File: config.mk
export PLATFORM = sky130hd
export DESIGN_NAME = ptw_top
export DESIGN_NICKNAME = d
export VERILOG_FILES = /design/src/rtl/ptw_pkg.sv /design/src/rtl/ptw_addr_gen.sv /design/src/rtl/ptw_entry_eval.sv /design/src/rtl/ptw_ctrl.sv /design/src/rtl/ptw_top.sv
export SDC_FILE = /design/constraint.sdc
export NUM_CORES = 1
export LEC_CHECK = 0
export ABC_AREA = 1
export BUFFER_PORTS_ARGS = -buffer_cell sky130_fd_sc_hd__buf_2
export CAP_MARGIN = 10
export CORE_ASPECT_RATIO = 1.5
export CORE_MARGIN = 2
export CORE_UTILIZATION = 25
export CTS_CLUSTER_DIAMETER = 80
export DETAILED_ROUTE_END_ITERATION = 7
export GPL_ROUTABILITY_DRIVEN = 0
export SLEW_MARGIN = 20
export SYNTH_ARGS = -nofsm -noshare
export SYNTH_HDL_FRONTEND = slang
export SYNTH_SLANG_ARGS = --single-unit
File: constraint.sdc
create_clock -name clk -period 1.7 [get_ports clk]
set_clock_uncertainty 0.15 [all_clocks]
set_input_delay 0.255 -clock clk [delete_from_list [all_inputs] [get_ports clk]]
set_output_delay 0.255 -clock clk [all_outputs]
set_load 0.01 [all_outputs]
File: src/rtl/ptw_pkg.sv
package ptw_pkg;
    localparam int VA_W     = 32;
    localparam int OFF_W    = 12;
    localparam int IDX_W    = 10;
    localparam int PPN_W    = 20;
    localparam int ENT_W    = 32;
    localparam int ENT_SH   = 2;
    localparam int PA_W     = PPN_W + OFF_W;
    localparam int FLAG_W   = 5;
    localparam int RSVD_W   = ENT_W - FLAG_W - PPN_W;
    localparam int PERM_W   = 4;

    typedef struct packed {
        logic              v;
        logic              r;
        logic              w;
        logic              x;
        logic              d;
        logic [RSVD_W-1:0] rsvd;
        logic [PPN_W-1:0]  ppn;
    } pte_t;

    typedef enum logic [1:0] {
        ACC_READ  = 2'd0,
        ACC_WRITE = 2'd1,
        ACC_EXEC  = 2'd2,
        ACC_NONE  = 2'd3
    } acc_e;

    typedef enum logic [1:0] {
        FLT_NONE = 2'd0,
        FLT_PAGE = 2'd1,
        FLT_PROT = 2'd2
    } fault_e;

    typedef enum logic [1:0] {
        ST_IDLE,
        ST_READ_DIR,
        ST_READ_PTE,
        ST_DONE
    } walk_st_e;

    function automatic logic entry_usable(pte_t e);
        return e.v && (e.rsvd == '0);
    endfunction

    function automatic logic access_allowed(acc_e a, pte_t e);
        logic ok;
        case (a)
            ACC_READ:  ok = e.r;
            ACC_WRITE: ok = e.w;
            ACC_EXEC:  ok = e.x;
            default:   ok = 1'b0;
        endcase
        return ok;
    endfunction
endpackage

File: src/rtl/ptw_addr_gen.sv
module ptw_addr_gen
    import ptw_pkg::*;
(
    input  logic             leaf,
    input  logic [PPN_W-1:0] dir_ppn,
    input  logic [PPN_W-1:0] tbl_ppn,
    input  logic [VA_W-1:0]  vaddr,
    output logic [PA_W-1:0]  addr
);
    localparam int IDX_HI_LSB = OFF_W + IDX_W;

    logic [IDX_W-1:0] dir_idx;
    logic [IDX_W-1:0] tbl_idx;

    assign dir_idx = vaddr[IDX_HI_LSB +: IDX_W];
    assign tbl_idx = vaddr[OFF_W +: IDX_W];

    always_comb begin
        if (leaf)
            addr = {tbl_ppn, tbl_idx, {ENT_SH{1'b0}}};
        else
            addr = {dir_ppn, dir_idx, {ENT_SH{1'b0}}};
    end
endmodule

File: src/rtl/ptw_entry_eval.sv
module ptw_entry_eval
    import ptw_pkg::*;
(
    input  logic [ENT_W-1:0]  word,
    input  logic              leaf,
    input  acc_e              access,
    input  logic [OFF_W-1:0]  offset,
    output fault_e            fault,
    output logic [PA_W-1:0]   paddr,
    output logic [PERM_W-1:0] perm,
    output logic [PPN_W-1:0]  next_ppn
);
    pte_t ent;
    assign ent      = pte_t'(word);
    assign next_ppn = ent.ppn;

    always_comb begin
        fault = FLT_NONE;
        paddr = '0;
        perm  = '0;
        if (!entry_usable(ent)) begin
            fault = FLT_PAGE;
        end else if (leaf) begin
            perm = {ent.r, ent.w, ent.x, ent.d};
            if (!access_allowed(access, ent))
                fault = FLT_PROT;
            else
                paddr = {ent.ppn, offset};
        end
    end
endmodule

File: src/rtl/ptw_ctrl.sv
module ptw_ctrl
    import ptw_pkg::*;
(
    input  logic              clk,
    input  logic              rst,
    input  logic [PPN_W-1:0]  ptbr_ppn,
    input  logic              req_valid,
    input  logic [VA_W-1:0]   req_vaddr,
    input  acc_e              req_access,
    output logic              req_ready,
    output logic              mem_rd_valid,
    input  logic              mem_rd_ready,
    input  logic              mem_rsp_valid,
    input  fault_e            ev_fault,
    input  logic [PA_W-1:0]   ev_paddr,
    input  logic [PERM_W-1:0] ev_perm,
    input  logic [PPN_W-1:0]  ev_next_ppn,
    output walk_st_e          state,
    output logic [VA_W-1:0]   vaddr_q,
    output acc_e              access_q,
    output logic [PPN_W-1:0]  dir_ppn_q,
    output logic [PPN_W-1:0]  tbl_ppn_q,
    output logic              rsp_valid,
    output logic [PA_W-1:0]   rsp_paddr,
    output logic [PERM_W-1:0] rsp_perm,
    output fault_e            rsp_fault
);
    logic sent_q;
    logic reading;
    logic data_in;

    assign reading      = (state == ST_READ_DIR) || (state == ST_READ_PTE);
    assign req_ready    = (state == ST_IDLE);
    assign mem_rd_valid = reading && !sent_q;
    assign data_in      = reading && sent_q && mem_rsp_valid;
    assign rsp_valid    = (state == ST_DONE);

    always_ff @(posedge clk) begin
        if (rst) begin
            state     <= ST_IDLE;
            sent_q    <= 1'b0;
            vaddr_q   <= '0;
            access_q  <= ACC_READ;
            dir_ppn_q <= '0;
            tbl_ppn_q <= '0;
            rsp_paddr <= '0;
            rsp_perm  <= '0;
            rsp_fault <= FLT_NONE;
        end else begin
            case (state)
                ST_IDLE: begin
                    if (req_valid) begin
                        vaddr_q   <= req_vaddr;
                        access_q  <= req_access;
                        dir_ppn_q <= ptbr_ppn;
                        sent_q    <= 1'b0;
                        state     <= ST_READ_DIR;
                    end
                end
                ST_READ_DIR, ST_READ_PTE: begin
                    if (mem_rd_valid && mem_rd_ready)
                        sent_q <= 1'b1;
                    if (data_in) begin
                        sent_q <= 1'b0;
                        if (state == ST_READ_PTE || ev_fault != FLT_NONE) begin
                            rsp_paddr <= ev_paddr;
                            rsp_perm  <= ev_perm;
                            rsp_fault <= ev_fault;
                            state     <= ST_DONE;
                        end else begin
                            tbl_ppn_q <= ev_next_ppn;
                            state     <= ST_READ_PTE;
                        end
                    end
                end
                default: state <= ST_IDLE;
            endcase
        end
    end
endmodule

File: src/rtl/ptw_top.sv
module ptw_top
    import ptw_pkg::*;
(
    input  logic        clk,
    input  logic        rst,
    input  logic [19:0] ptbr_ppn,
    input  logic        req_valid,
    output logic        req_ready,
    input  logic [31:0] req_vaddr,
    input  logic [1:0]  req_access,
    output logic        rsp_valid,
    output logic [31:0] rsp_paddr,
    output logic [3:0]  rsp_perm,
    output logic [1:0]  rsp_fault,
    output logic        mem_rd_valid,
    input  logic        mem_rd_ready,
    output logic [31:0] mem_rd_addr,
    input  logic        mem_rsp_valid,
    input  logic [31:0] mem_rsp_data
);
    walk_st_e          state;
    logic [VA_W-1:0]   vaddr_q;
    acc_e              access_q;
    logic [PPN_W-1:0]  dir_ppn_q;
    logic [PPN_W-1:0]  tbl_ppn_q;
    fault_e            ev_fault;
    logic [PA_W-1:0]   ev_paddr;
    logic [PERM_W-1:0] ev_perm;
    logic [PPN_W-1:0]  ev_next_ppn;
    fault_e            fault_q;
    logic              leaf;

    assign leaf      = (state == ST_READ_PTE);
    assign rsp_fault = fault_q;

    ptw_ctrl u_ctrl (
        .clk          (clk),
        .rst          (rst),
        .ptbr_ppn     (ptbr_ppn),
        .req_valid    (req_valid),
        .req_vaddr    (req_vaddr),
        .req_access   (acc_e'(req_access)),
        .req_ready    (req_ready),
        .mem_rd_valid (mem_rd_valid),
        .mem_rd_ready (mem_rd_ready),
        .mem_rsp_valid(mem_rsp_valid),
        .ev_fault     (ev_fault),
        .ev_paddr     (ev_paddr),
        .ev_perm      (ev_perm),
        .ev_next_ppn  (ev_next_ppn),
        .state        (state),
        .vaddr_q      (vaddr_q),
        .access_q     (access_q),
        .dir_ppn_q    (dir_ppn_q),
        .tbl_ppn_q    (tbl_ppn_q),
        .rsp_valid    (rsp_valid),
        .rsp_paddr    (rsp_paddr),
        .rsp_perm     (rsp_perm),
        .rsp_fault    (fault_q)
    );

    ptw_addr_gen u_addr (
        .leaf   (leaf),
        .dir_ppn(dir_ppn_q),
        .tbl_ppn(tbl_ppn_q),
        .vaddr  (vaddr_q),
        .addr   (mem_rd_addr)
    );

    ptw_entry_eval u_eval (
        .word    (mem_rsp_data),
        .leaf    (leaf),
        .access  (access_q),
        .offset  (vaddr_q[OFF_W-1:0]),
        .fault   (ev_fault),
        .paddr   (ev_paddr),
        .perm    (ev_perm),
        .next_ppn(ev_next_ppn)
    );
endmodule

## After elaboration in Yosys (flattened, before gate mapping)

Index checks and enable logic that the tools add are counted.

- Bitwise logic cells: 1
- Equal/unequal tests: 8
- Reduce and logical (&&, ||, !) cells: 19
- Mux-type cells: 20

Operators with widths:

| kind | count |
|---|---|
| two-way mux 32 bit | 4 |
| two-way mux 2 bit | 5 |
| AND reduction 3 bit | 3 |
| two-way mux 4 bit | 2 |
| logical NOT 7 bit | 1 |
| == test 2 bit, second input constant | 3 |
| two-way mux 1 bit | 6 |
| logical AND 1 bit | 5 |
| == test 2 x 1 -> 1 bit, second input constant | 2 |
| logical NOT 2 bit | 2 |
| one-hot mux 2 bit (2 select lines) | 1 |
| AND reduction 2 bit | 2 |
| nonzero test 2 bit | 2 |
| != test 3 x 1 -> 1 bit, second input constant | 1 |
| one-hot mux 1 bit (3 select lines) | 1 |
| logical OR 1 bit | 2 |
| != test 2 x 1 -> 1 bit, second input constant | 1 |
| != test 2 bit, second input constant | 1 |
| one-hot mux 1 bit (2 select lines) | 1 |
| OR reduction 2 bit | 1 |
| logical NOT 1 bit | 1 |
| inverter 1 bit | 1 |

- Output and inout bits: 73
- Input bits: 91
- Word-level logic and storage cells: 57
- Flip-flop bits (word level): 115

## Depth between registers and ports, before layout

Gate-level depths: netlist of run 1.

- Depth in word-level cells: 12
- Mapped depth: 9

## Modules after synthesis

From an unflattened synthesis of run 1, not the netlist that was laid out.

- Cells, all modules: 822
- Area, all modules: 5610.4 sq um

By module, submodules not included:

| module | times used | cells each | sequential area each (sq um) | area an instance (sq um) |
|---|---|---|---|---|
| ptw_ctrl | 1 | 526 | 2302.2 | 4126.5 |
| ptw_entry_eval | 1 | 194 | 0.0 | 1083.5 |
| ptw_addr_gen | 1 | 100 | 0.0 | 390.4 |
| ptw_top | 1 | 2 | 0.0 | 10.0 |

## Least setup slack after synthesis of run 1

OpenSTA, ideal clock, no wires.

- Path kind: register -> register
- Start point: register u_ctrl.state[1]
- End point: register u_ctrl.rsp_paddr[17]
- Setup time: 0.143 ns
- Path buffers: 2
- Slack: 0.054 ns
- Data required time: 1.407 ns
- Cell stages (with the launch flop): 10
- Arrival time: 1.353 ns
- Cells stage by stage: dfxtp_1 > inv_1 > ha_1 > nand3_2 > inv_2 > nand2_1 > buf_6 > buf_12 > nand2_2 > a21oi_2

- Word-level cells in the longest chain between the ends: 6
- Elaborated cells between the ends (all ways): 13
- Classes of those cells: 2 x eq/ne; 4 x mux; 7 x reduce/logical

RTL lines:

| item | line | RTL |
|---|---|---|
| start, declared | ptw_ctrl.sv:18 | `output walk_st_e state,` |
| start signal, assigned | ptw_ctrl.sv:40 | `state <= ST_IDLE;` |
| start signal, assigned | ptw_ctrl.sv:57 | `state <= ST_READ_DIR;` |
| start signal, assigned | ptw_ctrl.sv:69 | `state <= ST_DONE;` |
| == test 2 bit | - |  |
| two-way mux 2 bit | ptw_entry_eval.sv:23 | `end else if (leaf) begin` |
| two-way mux 2 bit | ptw_entry_eval.sv:21 | `if (!entry_usable(ent)) begin` |
| nonzero test 2 bit | ptw_ctrl.sv:65 | `if (state == ST_READ_PTE \|\| ev_fault != FLT_NONE) begin` |
| logical OR 1 bit | ptw_ctrl.sv:65 |  |
| AND reduction 3 bit (no line) | - |  |
| end signal, assigned | ptw_ctrl.sv:66 | `rsp_paddr <= ev_paddr;` |
| end, declared | ptw_ctrl.sv:24 | `output logic [PA_W-1:0] rsp_paddr,` |

Several ways; a longest one is shown, not always the timed one.
A chain may end at the register's enable or synchronous reset.

## Worst setup path in the final report of run 1

- Start point: register u_ctrl.state[0]
- End point: output mem_rd_addr[19]

- Word-level cells in the longest chain between the ends: 2

RTL lines:

| item | line | RTL |
|---|---|---|
| == test 2 bit | ptw_top.sv:33 | `assign leaf = (state == ST_READ_PTE);` |
| two-way mux 32 bit | ptw_addr_gen.sv:19 | `if (leaf)` |
| end, declared | ptw_top.sv:17 | `output logic [31:0] mem_rd_addr,` |

No other way between the ends.

==> metrics.txt, run 1 <==
post-synthesis simple-gate area fraction between 20 and 30%; share of the synthesized area in the top cell type a little under half; Post-Synth XOR/XNOR Area 0%; Synth area leader dfxtp_1; Antenna Nets Post-Route 0; # DRC 0; Die Ht ~170 microns; largest family of logic cells by synthesized area simple AND/OR/NAND/NOR gates; Setup violations, final between 90 and 100; sequential share of the synthesized area 47.3%; P_leak roughly 3.8 nW; Vias roughly 5.3k; depth of the worst register-to-register path 11; site row count 62; total power ~8 mW; Synth Area in Adders less than 1%; Port Buffer Count between 150 and 200; post-synth cell types 28; relative slew slack 61.8%; Core Area 19200 sq um; CTS tree built; H-tree depth 4; Yosys reg bits between 100 and 150; TritonRoute pass-1 iters 4; share of layout cells above drive strength 1 just over 40%; Post-Synthesis Cells 662; Worst Hold Class in2reg; Max Cap Viol 0; status finished with violations; failing checks setup timing; Logic pwr share 17.5%; Die ar. between 20000 and 25000 sq um; f_max roughly 510 MHz; Clk pwr share between 40% and 50%; Synth Cell Area just under 5000 sq um; I/O pin count around 160; R2R Path End u_ctrl.rsp_paddr[21]$_SDFFE_PP0P_; pin slew with the least headroom to its limit ~0.57 ns; Synth-to-Final Area Change 75.7%; r2r startpoint u_ctrl.state[0]$_SDFFE_PP0P_; Net Sw Frac between 20% and 30%; sequential power share between 30% and 40%; Post-synth EDFFs 0; Clock Latency Late Sink just over 0.4 ns; Syn Area/Cell 7.36 sq um; Primary FF master, synth dfxtp_1; worst hold margin about 0.0066 ns; post-placement setup slack -0.0713 ns; root buf cell clkbuf_16; kind of critical path reg2out; peak supply drop 528 uV; Nets between 1k and 1.5k; Total Routed Length roughly 19000 microns; CP endpoint kind output pin; Worst-path clk slew roughly 0.05 ns; hpwl dp ~11000 microns; Final Hold Viols 0; vias in the first global route between 5k and 6k; Synth area leaders dfxtp_1, nor2_1, nand2_1, o21ai_0, nand4_1; first-pass GRT wire length 26800 microns; P per Cell Area 958 nW/um^2; Startpoint Class register; Avg WL per Cell approximately 16 microns; drt initial violations 244; Longest Clk Path Bufs 2; Final period util 115%; count leader, synth nor2_1; maximum number of pins on one net before global-route repair 46; grt ovf 0; number of fill cells about 1.9k; setup ws final -0.257 ns; Critical Path RT 1.29 ns; r2r setup slk -0.23 ns; RSZ-0062 raised after global routing true; Clock Sinks 115; post-DR vias/cell approximately 4.4; initial core utilization between 20% and 30%; post-synthesis async set-or-reset flop share 0%; Synth top cells by count nor2_1, nand2_1, dfxtp_1, o21ai_0, inv_1; P_sw 2.12 mW; Die X ~120 microns; Total GRT Usage between 10% and 20%; Synth Area in Compound Gates 13.3%; cts bufs inserted 17; internal power 6.08 mW; total of warnings raised by yosys 0; # diodes 0; initial antenna violation count 0; crit path to mem_rd_addr[19]; crit path max fanout 8; Critical Path AT around 1.6 ns; CP Launch Point u_ctrl.state[0]$_SDFFE_PP0P_; post-route minimum period ~2 ns; Sum Neg Setup Slack -16.36 ns; mux cell area share after synthesis 0%; Slew Viols, Final 0; Core Util, Final between 40 and 50%
routing by layer:
layer	vias up	track usage (%)	part of all wire [%]
met5	-	0	0
met4	0	6.38	2.5
met3	25	4.73	5.1
met2	153	30.6	52
met1	2430	18.1	40
li1	2660	-	-
power groups by stage:
stage	sequential [mW]	clock (mW)	combinational, mW
2_1_floorplan	2.99	0	0.577
6_report	2.98	3.78	1.44
3_5_place_dp	3.01	0	1.06
3_3_place_gp	3.01	0	1.05
5_1_grt	2.99	3.98	1.57
4_1_cts	2.96	3.86	1.28
registers in the layout (all words and copies together) (netlist names):
signal and count:
u_ctrl.tbl_ppn_q 20, u_ctrl.rsp_fault 2, u_ctrl.state 2, u_ctrl.dir_ppn_q 20
u_ctrl.vaddr_q 32, u_ctrl.sent_q 1, u_ctrl.access_q 2, u_ctrl.rsp_perm 4
u_ctrl.rsp_paddr 32
cell type report:
| class | count | area (sq um) | share of cell area, % |
|---|---|---|---|
| repair buffers | 297 | 2520 | 29.5 |
| clock inverters | 10 | 156 | 1.83 |
| multi-input cells | 461 | 2630 | 30.8 |
| clock buffers | 21 | 460 | 5.38 |
| flip-flops and latches | 115 | 2300 | 26.9 |
| inverters | 38 | 160 | 1.87 |
| well taps | 256 | 320 | 3.74 |
layout by cell type (no fill, tap or decap), types with 4 or more instances in the layout:
cell type,instances
nand4_1,32
nor2_4,6
clkbuf_16,24
nand2_4,18
nand3_1,7
bufinv_16,4
dfxtp_1,113
nand2_1,68
a21oi_2,18
buf_12,10
o21ai_4,5
o21ai_2,13
nor2_1,135
inv_1,32
dlygate4sd3_1,76
buf_4,23
o21ai_0,54
buf_6,26
buf_16,6
nand2_2,53
buf_2,148
clkinv_2,4
nor2_2,8
a21oi_1,24
worst max-delay path, stage by stage, from the launching register on:
cell and delay, ns:
dfxtp_2 0.32, inv_2 0.07, ha_4 0.17, clkinv_8 0.12
clkbuf_16 0.20, o21ai_2 0.11, buf_2 0.14
cells by family (layout without fill, tap and decap cells):
| kind of cell | count (synthesis) | count (layout) |
|---|---|---|
| buffers and inverters | 88 | 366 |
| AO/OA/AOI/OAI | 118 | 118 |
| adder cells (fa/ha/maj) | 3 | 3 |
| AND/OR/NAND/NOR | 337 | 338 |
| other | 1 | 2 |
| flip-flops | 115 | 115 |
through the flow:
step                instances  area, sq um
global route             1198         8560
CTS                      1183         7920
global placement         1063         6100
finish                   1198         8560
detailed placement       1063         6100
floorplan                 663         4870
worst min path at each step:
stage / start / endpoint / cells after the start
3_3_place_gp: u_ctrl.rsp_paddr[5]$_SDFFE_PP0P_ / u_ctrl.rsp_paddr[5]$_SDFFE_PP0P_ / 2
5_1_grt: req_vaddr[25] / u_ctrl.vaddr_q[25]$_SDFFE_PP0P_ / 3
3_5_place_dp: u_ctrl.rsp_perm[2]$_SDFFE_PP0P_ / u_ctrl.rsp_perm[2]$_SDFFE_PP0P_ / 2
4_1_cts: req_vaddr[26] / u_ctrl.vaddr_q[26]$_SDFFE_PP0P_ / 3
2_1_floorplan: mem_rsp_data[0] / u_ctrl.tbl_ppn_q[0]$_SDFFE_PP0P_ / 2
6_report: req_vaddr[26] / u_ctrl.vaddr_q[26]$_SDFFE_PP0P_ / 3
timing repair:
action | 4_1_cts | 5_1_grt
gates cloned | 6 | 12
endpoints found under the hold margin | 94 | 0
endpoints found under the setup margin | 92 | 93
pin swaps | 18 | 13
hold buffers | 76 | 0
resized for setup | 79 | 106
setup buffers | 10 | 5
No activity file was read; power rests on OpenSTA's default activity.
==> run 2: changes to the inputs <==
==> constraint.sdc (replaced) <==
create_clock -name clk -period 1.7 [get_ports clk]
set_clock_uncertainty 0.15 [all_clocks]
set_input_delay 0.085 -clock clk [delete_from_list [all_inputs] [get_ports clk]]
set_output_delay 0.085 -clock clk [all_outputs]
set_load 0.01 [all_outputs]
==> run 2 against run 1 <==
The run still ends with setup timing left; non-clock buffer count down 4; sequential cell count unchanged; highest routed layer unchanged; register-to-register slack gained 0.14 ns; global-route usage fell by 0.23 points; sequential share of layout area rose by 0.27 points; sequential power barely moved; largest cell class unchanged.
==> metrics.txt, run 2 (synthesis results as in run 1) <==
Total Routed Length 18300 microns; CTS tree built; Die ar. 20600 sq um; HP Start rst; hpwl dp between 10000 and 15000 microns; Avg WL per Cell approximately 15 microns; TritonRoute pass-1 iters 5; Total GRT Usage between 10% and 20%; initial antenna violation count 0; P_leak roughly 3.7 nW; r2r setup slk -0.09 ns; Clock Latency Late Sink just over 0.4 ns; cts bufs inserted 17; post-DR vias/cell ~4.5; setup ws final -0.146 ns; Vias around 5.4k; Die Ht around 170 microns; worst hold stages 5; Startpoint Class register; # diodes 0; worst hold margin around 0.034 ns; Worst-path clk slew about 0.050 ns; Final Hold Viols 0; P_sw between 2 and 2.5 mW; Setup violations, final 87; grt ovf 0; initial core utilization between 20 and 30%; pin slew with the least headroom to its limit between 0.6 and 0.7 ns; Final period util 109%; first-pass GRT wire length 26500 microns; maximum number of pins on one net before global-route repair 53; r2r startpoint u_ctrl.state[1]$_SDFFE_PP0P_; Net Sw Frac 26.5%; internal power 5.66 mW; I/O pin count roughly 160; P per Cell Area 909 nW/um^2; Worst Hold Class in2reg; most frequent cells in the layout buf_2, nor2_1, dfxtp_1, dlygate4sd3_1, nand2_1; status finished with violations; Sum Neg Setup Slack -4.93 ns; H-tree depth 4; post-route minimum period 1.85 ns; Antenna Nets Post-Route 0; Top Registers u_ctrl.rsp_paddr (32), u_ctrl.vaddr_q (32); share of layout cells above drive strength 1 between 40% and 50%; Longest Clk Path Bufs 2; RSZ-0062 raised after global routing true; crit path max fanout 10; CP endpoint kind output pin; Synth-to-Final Area Change 73.9%; failing checks setup timing; Port Buffer Count around 160; R2R Path End u_ctrl.rsp_paddr[4]$_SDFFE_PP0P_; site row count 62; kind of critical path reg2out; Max Cap Viol 0; depth of the worst register-to-register path 9; # DRC 0; number of fill cells approximately 1.9k; commonest non-fill, non-tap cell in the layout buf_2; peak supply drop approximately 560 uV; drt initial violations around 250; Slew Viols, Final 0; sequential power share between 30% and 40%; Clock Sinks 115; root buf cell clkbuf_16; Critical Path AT approximately 1.6 ns; Critical Path RT around 1.5 ns; Nets ~1.0k; vias in the first global route slightly above 5k; Die X 118 microns; Hold EP u_ctrl.tbl_ppn_q[4]$_SDFFE_PP0P_; relative slew slack a little under three fifths; Clk pwr share a little under half; f_max 542 MHz; Logic pwr share between 10% and 20%; Core Area roughly 19000 sq um
## run 2: cell count changes in the layout (fill, tap and decap cells not counted), moves of 7 or more
| cell | change |
|---|---|
| a21oi_1 | -8 |
| nand2_4 | +8 |
| buf_2 | +11 |
| nand2_2 | -7 |
| a21oi_2 | +8 |
| buf_4 | -12 |
| buf_6 | -15 |
## run 2: worst max-delay path by stage
stage / cells past startpoint / start / endpoint
after global placement: 8 / u_ctrl.state[1]$_SDFFE_PP0P_ / u_ctrl.rsp_paddr[26]$_SDFFE_PP0P_
final: 6 / u_ctrl.state[1]$_SDFFE_PP0P_ / mem_rd_addr[22]
after global routing: 6 / u_ctrl.state[1]$_SDFFE_PP0P_ / mem_rd_addr[22]
after detailed placement: 8 / u_ctrl.state[1]$_SDFFE_PP0P_ / u_ctrl.rsp_paddr[9]$_SDFFE_PP0P_
after CTS: 7 / u_ctrl.state[1]$_SDFFE_PP0P_ / mem_rd_addr[29]
after floorplan: 9 / u_ctrl.state[1]$_SDFFE_PP0P_ / u_ctrl.rsp_paddr[17]$_SDFFE_PP0P_
## run 2: cell type report
class | instances | area (sq um) | share of cell area [%]
inverters | 38 | 163 | 1.92
repair buffers | 293 | 2500 | 29.6
clock buffers | 21 | 460 | 5.44
flip-flops and latches | 115 | 2300 | 27.2
clock inverters | 10 | 109 | 1.29
multi-input cells | 460 | 2610 | 30.8
well taps | 256 | 320 | 3.78
## run 2: what timing repair did
item / in CTS / in global routing
buffers inserted: 5 / 8
hold buffers: 81 / 0
hold endpoints to repair: 101 / 0
pin swaps: 0 / 34
gates resized for setup: 46 / 134
endpoints found under the setup margin: 73 / 90
cloned: 6 / 12
## run 2: critical path, cell delays in order, from the launching register on
cell and delay (ns):
dfxtp_2 0.33, buf_6 0.10, ha_4 0.17, clkinv_8 0.11
clkbuf_16 0.19, o21ai_1 0.13, buf_2 0.16
## run 2: per-stage QoR
step | cells | power, mW | util (%) | instance area [sq um] | setup WS (ns)
floorplan | 663 | 3.57 | - | 4870 | 0.0535
global placement | 1051 | 3.99 | 31.2 | 5980 | -0.0697
detailed placement | 1051 | 4.01 | 31.2 | 5980 | -0.0734
CTS | 1174 | 7.72 | 40.0 | 7660 | -0.156
global route | 1193 | 8.05 | 44.2 | 8470 | -0.193
finish | 1193 | 7.70 | 44.2 | 8470 | -0.146
## run 2: metal layers
metal	wire (microns)	global-route usage, %	vias up
li1	-	-	2662
met1	7530	17.8	2513
met3	778	3.95	28
met5	0	0	-
met4	562	8.94	0
met2	9410	29.6	156
## run 2: power by group through the flow
| stage | logic [mW] | clock network, mW | registers, mW |
|---|---|---|---|
| 2_1_floorplan | 0.577 | 0 | 2.99 |
| 3_3_place_gp | 0.992 | 0 | 3.00 |
| 3_5_place_dp | 1.00 | 0 | 3.01 |
| 4_1_cts | 1.20 | 3.55 | 2.96 |
| 5_1_grt | 1.39 | 3.67 | 2.99 |
| 6_report | 1.26 | 3.47 | 2.97 |
